**config.mk**
```make
export PLATFORM = sky130hd
export DESIGN_NAME = layer_compositor
export DESIGN_NICKNAME = d
export VERILOG_FILES = /design/src/rtl/comp_pkg.sv /design/src/rtl/area_hit.sv /design/src/rtl/px_blend.sv /design/src/rtl/layer_compositor.sv
export SDC_FILE = /design/constraint.sdc
export NUM_CORES = 2
export LEC_CHECK = 0
export ABC_AREA = 1
export BUFFER_PORTS_ARGS = -buffer_cell sky130_fd_sc_hd__clkbuf_2
export CAP_MARGIN = 10
export CORE_MARGIN = 2
export CORE_UTILIZATION = 41
export CTS_CLUSTER_SIZE = 14
export DETAILED_ROUTE_END_ITERATION = 16
export SLEW_MARGIN = 10
export SYNTH_ARGS = -nofsm -noshare
export SYNTH_HDL_FRONTEND = slang
export SYNTH_HIERARCHICAL = 1
export SYNTH_SLANG_ARGS = --single-unit
```
**constraint.sdc**
```tcl
create_clock -name clk -period 25.4 [get_ports clk]
set_input_delay 5.08 -clock clk [delete_from_list [all_inputs] [get_ports clk]]
set_output_delay 5.08 -clock clk [all_outputs]
set_load 0.005 [all_outputs]
```
**src/rtl/comp_pkg.sv**
```systemverilog
// Shared constants and types for the layer compositor.
// Assumes three colour channels per pixel.
package comp_pkg;
    localparam int CH_W    = 10;
    localparam int ALPHA_W = 8;
    localparam int COORD_W = 14;
    localparam int Y_LSB   = 16;
    localparam int MODE_W  = 3;

    typedef enum logic [MODE_W-1:0] {
        VIEW_PRI     = 3'd0,
        VIEW_BG      = 3'd1,
        VIEW_SEC_TOP = 3'd5
    } view_e;

    // Control word: alpha enables above the mode field.
    typedef struct packed {
        logic              sec_alpha_en;
        logic              pri_alpha_en;
        logic [MODE_W-1:0] view;
    } ctl_t;
endpackage

```
**src/rtl/area_hit.sv**
```systemverilog
// Decides whether a raster position lies inside a layer area.
// The area word stores start Y and start X, each as coordinate + 1.
// An encoded 0 in an axis covers that whole axis.
module area_hit #(
    parameter int COORD_W = 14,
    parameter int Y_LSB   = 16,
    localparam int AREA_W = Y_LSB + COORD_W
) (
    input  logic [COORD_W-1:0] pos_x,
    input  logic [COORD_W-1:0] pos_y,
    input  logic [AREA_W-1:0]  area,
    output logic               hit
);
    logic [COORD_W:0] x_p1, y_p1, ex, ey;

    // Compare position + 1 with the encoded start, so that no subtraction can wrap.
    always_comb begin
        x_p1 = {1'b0, pos_x} + 1'b1;
        y_p1 = {1'b0, pos_y} + 1'b1;
        ex   = {1'b0, area[COORD_W-1:0]};
        ey   = {1'b0, area[Y_LSB +: COORD_W]};
        hit  = (x_p1 >= ex) && (y_p1 >= ey);
    end
endmodule

```
**src/rtl/px_blend.sv**
```systemverilog
// Per-channel alpha mix: (top*a + bot*(max-a) + max/2) / max.
// Assumes the channels are packed with the most significant channel first.
module px_blend #(
    parameter int CH_W    = 10,
    parameter int ALPHA_W = 8,
    parameter int N_CH    = 3,
    localparam int PIX_W  = CH_W * N_CH
) (
    input  logic [PIX_W-1:0]   top,
    input  logic [PIX_W-1:0]   bot,
    input  logic [ALPHA_W-1:0] alpha,
    output logic [PIX_W-1:0]   mix
);
    localparam int SUM_W = CH_W + ALPHA_W + 1;
    localparam logic [SUM_W-1:0] A_MAX = SUM_W'((1 << ALPHA_W) - 1);

    for (genvar c = 0; c < N_CH; c++) begin : g_ch
        logic [SUM_W-1:0] sum, quo;

        // Weighted sum with half-step rounding, then scale back to channel width.
        always_comb begin
            sum = SUM_W'(top[c*CH_W +: CH_W]) * SUM_W'(alpha)
                + SUM_W'(bot[c*CH_W +: CH_W]) * (A_MAX - SUM_W'(alpha))
                + (A_MAX >> 1);
            quo = sum / A_MAX;
            mix[c*CH_W +: CH_W] = quo[CH_W-1:0];
        end
    end
endmodule

```
**src/rtl/layer_compositor.sv**
```systemverilog
// Two-layer compositor: chooses a control word (normal or fallback),
// resolves the layer coverage, builds primary-over-background, and then,
// in secondary-on-top mode, puts the secondary over that result.
// Assumes the raster position and data-enable come from an external
// timing generator, and that layer pixels arrive aligned with them.
// The output is registered, with one cycle of latency.
module layer_compositor
    import comp_pkg::*;
#(
    parameter int CW = comp_pkg::CH_W,
    parameter int AW = comp_pkg::ALPHA_W,
    parameter int XW = comp_pkg::COORD_W,
    localparam int PW = 3 * CW,
    localparam int RW = comp_pkg::Y_LSB + XW
) (
    input  logic          clk,
    input  logic          rst_n,
    input  logic          de_in,
    input  logic [XW-1:0] pos_x,
    input  logic [XW-1:0] pos_y,
    input  logic          fallback,
    input  logic [4:0]    mode_ctl,
    input  logic [4:0]    safe_ctl,
    input  logic [PW-1:0] bg_color,
    input  logic [RW-1:0] pri_area,
    input  logic          pri_valid,
    input  logic [PW-1:0] pri_pix,
    input  logic [AW-1:0] pri_alpha,
    input  logic [RW-1:0] sec_area,
    input  logic          sec_valid,
    input  logic [PW-1:0] sec_pix,
    input  logic [AW-1:0] sec_alpha,
    output logic          out_de,
    output logic [PW-1:0] out_pix
);
    ctl_t          ctl;
    logic          pri_in, sec_in, pri_on, sec_on;
    logic [PW-1:0] pri_mix, sec_mix, lower, upper, result;

    // Pick the control word that is in force.
    always_comb ctl = fallback ? ctl_t'(safe_ctl) : ctl_t'(mode_ctl);

    area_hit #(.COORD_W(XW), .Y_LSB(comp_pkg::Y_LSB)) i_pri_hit (
        .pos_x(pos_x), .pos_y(pos_y), .area(pri_area), .hit(pri_in));
    area_hit #(.COORD_W(XW), .Y_LSB(comp_pkg::Y_LSB)) i_sec_hit (
        .pos_x(pos_x), .pos_y(pos_y), .area(sec_area), .hit(sec_in));

    px_blend #(.CH_W(CW), .ALPHA_W(AW), .N_CH(3)) i_pri_mix (
        .top(pri_pix), .bot(bg_color), .alpha(pri_alpha), .mix(pri_mix));
    px_blend #(.CH_W(CW), .ALPHA_W(AW), .N_CH(3)) i_sec_mix (
        .top(sec_pix), .bot(lower), .alpha(sec_alpha), .mix(sec_mix));

    // Layer participation, then stacking: primary over background, secondary over that.
    always_comb begin
        pri_on = pri_valid && pri_in;
        sec_on = sec_valid && sec_in;
        lower  = !pri_on ? bg_color : (ctl.pri_alpha_en ? pri_mix : pri_pix);
        upper  = !sec_on ? lower    : (ctl.sec_alpha_en ? sec_mix : sec_pix);
        case (ctl.view)
            VIEW_BG:      result = bg_color;
            VIEW_SEC_TOP: result = upper;
            default:      result = lower;
        endcase
    end

    // Output register; the pixel is forced to zero outside active video.
    always_ff @(posedge clk) begin
        if (!rst_n) begin
            out_de  <= 1'b0;
            out_pix <= '0;
        end else begin
            out_de  <= de_in;
            out_pix <= de_in ? result : '0;
        end
    end
endmodule

```
-- Word level (Yosys, flattened, before mapping)
Index checks and enable logic that the tools add are counted.
- add/subtract/negate cells: 16
- multiply operators: 12
- div/mod/pow operators: 6
- order comparisons: 4
- eq/ne operators: 2
- mux-type cells: 6
- reduce and logical (&&, ||, !) cells: 5
- operators by type and width (cell ; number):
    $mux W30 ; 4
    $add A18 B19 Y19 ; 6
    $add A19 B7 Y19 const B ; 6
    $div A19 B8 Y19 const B ; 6
    $mul A10 B19 Y19 ; 6
    $mul A10 B8 Y18 ; 6
    $ge A15 B14 Y1 ; 4
    $pmux W30 S2 ; 1
    $add A14 B1 Y15 const B ; 2
    $sub A8 B8 Y9 const A ; 2
    $mux W5 ; 1
    $logic_and A1 B1 Y1 ; 4
    $eq A3 B1 Y1 const B ; 1
    $eq A3 B3 Y1 const B ; 1
    $reduce_and A2 Y1 ; 1
- bits in registers: 31
- word-level logic and storage cells: 53

-- Longest topological paths before layout
- depth in word-level cells: 14
- gate-level depth with buffers: 195

-- Modules after synthesis
Netlist, hierarchy kept.
- modules (own cells, without submodules) (module ; instances ; cells each ; area an instance (um^2) ; sequential area each (um^2)):
    px_blend at i_pri_mix ; 1 ; 3997 ; 26840.7 ; 0.0
    px_blend at i_sec_mix ; 1 ; 3930 ; 25564.5 ; 0.0
    layer_compositor ; 1 ; 810 ; 4127.7 ; 620.6
    area_hit ; 2 ; 228 ; 1356.3 ; 0.0

-- Worst setup path before layout
OpenSTA, ideal clock, no wires.
- kind: in2reg
- from: input pri_alpha[4]
- to: register out_pix[0]
- data arrival time: 25.784 ns
- required time: 25.330 ns
- slack: -0.455 ns
- stages on the path: 157
- cell sequence: clkbuf_1 > buf_1 > nor2_1 > fa_1 > fa_1 > fa_1 > inv_1 > fa_1 > inv_1 > fa_1 > inv_1 > fa_1 > inv_1 > ha_1 > a21oi_1 > o21ai_0 > a21oi_1 > nand3_1 > (+121 left out) > nand2_2 > nand2_4 > nand2_1 > and2_1 > ha_1 > nor3b_1 > nand3_1 > nor2_1 > nand3_1 > nand2_1 > nand3_1 > nand4_1 > nand2_1 > nand3_1 > nand2_1 > inv_1 > nand2_1 > a21oi_1
- cells in the longest elaborated chain, start to end: 14
- elaborated cells between the ends (all ways): 15
- RTL lines (what ; RTL line ; text):
    from (decl) ; layer_compositor.sv:28 ; input logic [AW-1:0] pri_alpha,
    $sub A8 B8 Y9 ; px_blend.sv:23 ; + SUM_W'(bot[c*CH_W +: CH_W]) * (A_MAX - SUM_W'(alpha))
    $mul A10 B19 Y19 ; px_blend.sv:23 ;
    $add A18 B19 Y19 * ; px_blend.sv:23 ;
    $add A19 B7 Y19 * ; px_blend.sv:24 ; + (A_MAX >> 1);
    $div A19 B8 Y19 * ; px_blend.sv:25 ; quo = sum / A_MAX;
    net pri_mix[9] ; layer_compositor.sv:38 ; logic [PW-1:0] pri_mix, sec_mix, lower, upper, result;
    $mux W30 * (2 in series) ; layer_compositor.sv:57 ; lower = !pri_on ? bg_color : (ctl.pri_alpha_en ? pri_mix : pri_pix);
    $mul A10 B19 Y19 * ; px_blend.sv:23 ;
    $add A18 B19 Y19 * ; px_blend.sv:23 ;
    $add A19 B7 Y19 * ; px_blend.sv:24 ;
    $div A19 B8 Y19 * ; px_blend.sv:25 ;
    net sec_mix[0] ; layer_compositor.sv:38 ;
    $mux W30 * (2 in series) ; layer_compositor.sv:58 ; upper = !sec_on ? lower : (ctl.sec_alpha_en ? sec_mix : sec_pix);
    $pmux W30 S2 * ; layer_compositor.sv:59 ; case (ctl.view)
    to (signal assigned) ; layer_compositor.sv:73 ; out_pix <= de_in ? result : '0;
    to (decl) ; layer_compositor.sv:34 ; output logic [PW-1:0] out_pix
The timed path passes the listed nets; every way through them passes the cells marked *.
A chain may end at the register's enable or synchronous reset.

-- Worst setup path in the final report
- from: input pri_alpha[3]
- to: register out_pix[0]
The elaborated chain is that of the path after synthesis.

==> impl_metrics.json <==
{
  "outcome": "finished, violations left",
  "violations": "negative setup slack",
  "grtUsageTotal": 0.243,
  "cp_common_cell": "nand3_4",
  "synth-seq-area-share": 0.0105,
  "critPathBufInv": 27,
  "drt-initial-drc-count": 3495,
  "path_class": "in2reg",
  "worstSetupEndpointType": "flip-flop",
  "dpl-instance-area_sq_um": 72700,
  "grt_pass1_wl_microns": 296000,
  "synth_cell_types": 72,
  "core-area_sq_um": 143000,
  "relSlewSlack": 0.215,
  "min_period_ns": 26.96,
  "cts_sinks": 31,
  "synth_edf_count": 0,
  "fill_cells": 13800,
  "yosys_warnings": 6,
  "synthFlopType": "dfxtp_1",
  "post-route-period-util": 1.06,
  "route.detailed.drc": 0,
  "dp_hpwl_microns": 153000,
  "cpPeakStageDelay_ns": 0.59,
  "cp_data_arrival_time_ns": 27.21,
  "maxCapViolations": 0,
  "synthesis.instances": 9193,
  "cts.root.buffer_cell": "clkbuf_16",
  "cts_hold_buf": 0,
  "startpoint_type": "primary input",
  "num_io_pins": 241,
  "rsz0062_at_grt": "yes",
  "report.final.setup_viol": 12,
  "fin_tns_setup_ns": -9.67,
  "overflow": 0,
  "critPathRequiredTime_ns": 25.64,
  "fmax_mhz": 37.1,
  "syn_area_sq_um": 59200,
  "nets": 12300,
  "ys_ff_latch": 31,
  "ctsHtreeMaxLevel": 2,
  "clkSlewWorstSetupHoldPaths_ns": 0.07,
  "hold_path_class": "in2reg",
  "multi_input_area_sq_um": 53100,
  "die_w_microns": 384,
  "die_area_sq_um": 148000,
  "syn_nets": 10700,
  "yosysTopAreaCell": "fa_1",
  "cp_top_family": "simple AND/OR/NAND/NOR gates",
  "drv_slew": 0,
  "critPathSlowestCell": "fa_1",
  "seqCellArea_sq_um": 621,
  "port_buffers": 236,
  "cts_buffer_depth": 2,
  "final_antenna_net_count": 0,
  "synth_commonest_cells": "2347 x nand2_1, 2328 x inv_1, 788 x fa_1, 742 x nand3_1, 642 x nor2_1",
  "cts_tree": "yes",
  "cts_buffers": 5,
  "vias": 61300,
  "grt_max_degree": 62,
  "drive_above_1_share": 0.313,
  "via_per_inst": 4.83,
  "worst_slew_pin_slew_ns": 1.18,
  "avgSynthCellArea_sq_um": 6.44,
  "drt-total-wl_microns": 183000,
  "rows": 139,
  "placed_cells": 12500,
  "instances_no_fill": 12700,
  "routedWlPerCell_microns": 14.4,
  "synth_area_leaders": "fa_1 27%, nand2_1 15%, inv_1 15%, ha_1 11%, nand3_1 6.3%",
  "design_area_sq_um": 79100,
  "antenna_found_initial": 21,
  "setup_slack_ns": -1.56,
  "start_util": 0.413,
  "drtPass1Iterations": 7,
  "grt_pass1_vias": 60700,
  "dieHeight_microns": 384,
  "hold_viol_final": 0,
  "synthArstFlopShare": 0,
  "area_delta_synth_final_pct": 33.5,
  "yosysMostFrequentCell": "nand2_1",
  "dpl_worst_slack_ns": -2.49,
  "synth_top_area_frac": 0.266,
  "gp_congestion": 0.952,
  "crit_fanout": 8
}
==> logic make-up after synthesis <==
family	Yosys count	synth area share
compound gates	476	0.0472
xor+xnor	141	0.0218
fa+ha+maj	1332	0.381
buf+inv	2664	0.172
flops	31	0.0105
mux	1	0.000232
simple gates	4548	0.367
==> what timing repair did <==
action | in CTS | in global routing
setup endpoints to repair | 15 | 22
cloned | 8 | 6
buffers inserted | 67 | 116
gates resized for setup | 316 | 802
pin swaps | 113 | 429
==> per-layer routing <==
| layer | track usage | vias up | share of wire |
|---|---|---|---|
| li1 | - | 30500 | - |
| met1 | 0.308 | 29100 | 0.41 |
| met2 | 0.429 | 1433 | 0.49 |
| met3 | 0.0405 | 282 | 0.066 |
| met4 | 0.0553 | 22 | 0.028 |
| met5 | 0 | - | 0.00078 |
==> placed cells by master, fill, tap and decap left out, drive strengths merged, types with 2 or more instances in the layout <==
cell type / count
nand2: 2679
inv: 2408
buf: 1562
nand3: 858
nor2: 802
fa: 788
ha: 544
clkbuf: 242
o21ai: 194
a21oi: 190
xor2: 98
nand4: 85
xnor2: 43
or2: 39
nand3b: 39
nor3: 39
dfxtp: 31
clkinv: 29
o21bai: 20
o211ai: 19
a21boi: 14
a21o: 13
and2: 10
diode: 9
a31oi: 8
o31ai: 6
o21a: 5
nor3b: 3
a22o: 2
clkinvlp: 2
a31o: 2
and3: 2
==> registers in the layout, summed over array words and instances (netlist names) <==
name and flops:
out_pix 30, out_de 1
==> per-stage QoR <==
stage               hold WS (ns)   util
floorplan                   5.26      -
global placement            5.45  0.507
detailed placement          5.45  0.507
CTS                         5.26  0.522
global route                5.30  0.551
finish                      5.23  0.551
==> tightest hold or removal path, stage by stage <==
cell and delay (ns):
buf_2 0.17, nand3_1 0.10, nand2_1 0.05, inv_1 0.04
a21oi_1 0.05
==> final timing paths <==
kind	cells after the start	to	slack [ns]	startpoint
min	5	out_pix[1]	5.23	bg_color[1]
max	164	out_pix[0]	-1.56	pri_alpha[3]
==> area by class of cell <==
type	count	share of cell area
Tap cell	1903	0.0301
Antenna cell	9	0.000285
Inverter	2438	0.116
Multi-Input combinational cell	6507	0.672
Clock inverter	2	0.000443
Sequential cell	31	0.00785
Clock buffer	6	0.00176
Timing Repair Buffer	1799	0.171
Power is left out: the tool's default activity adds up to more than one toggle a clock period on the data nets, which glitch-free logic cannot reach.
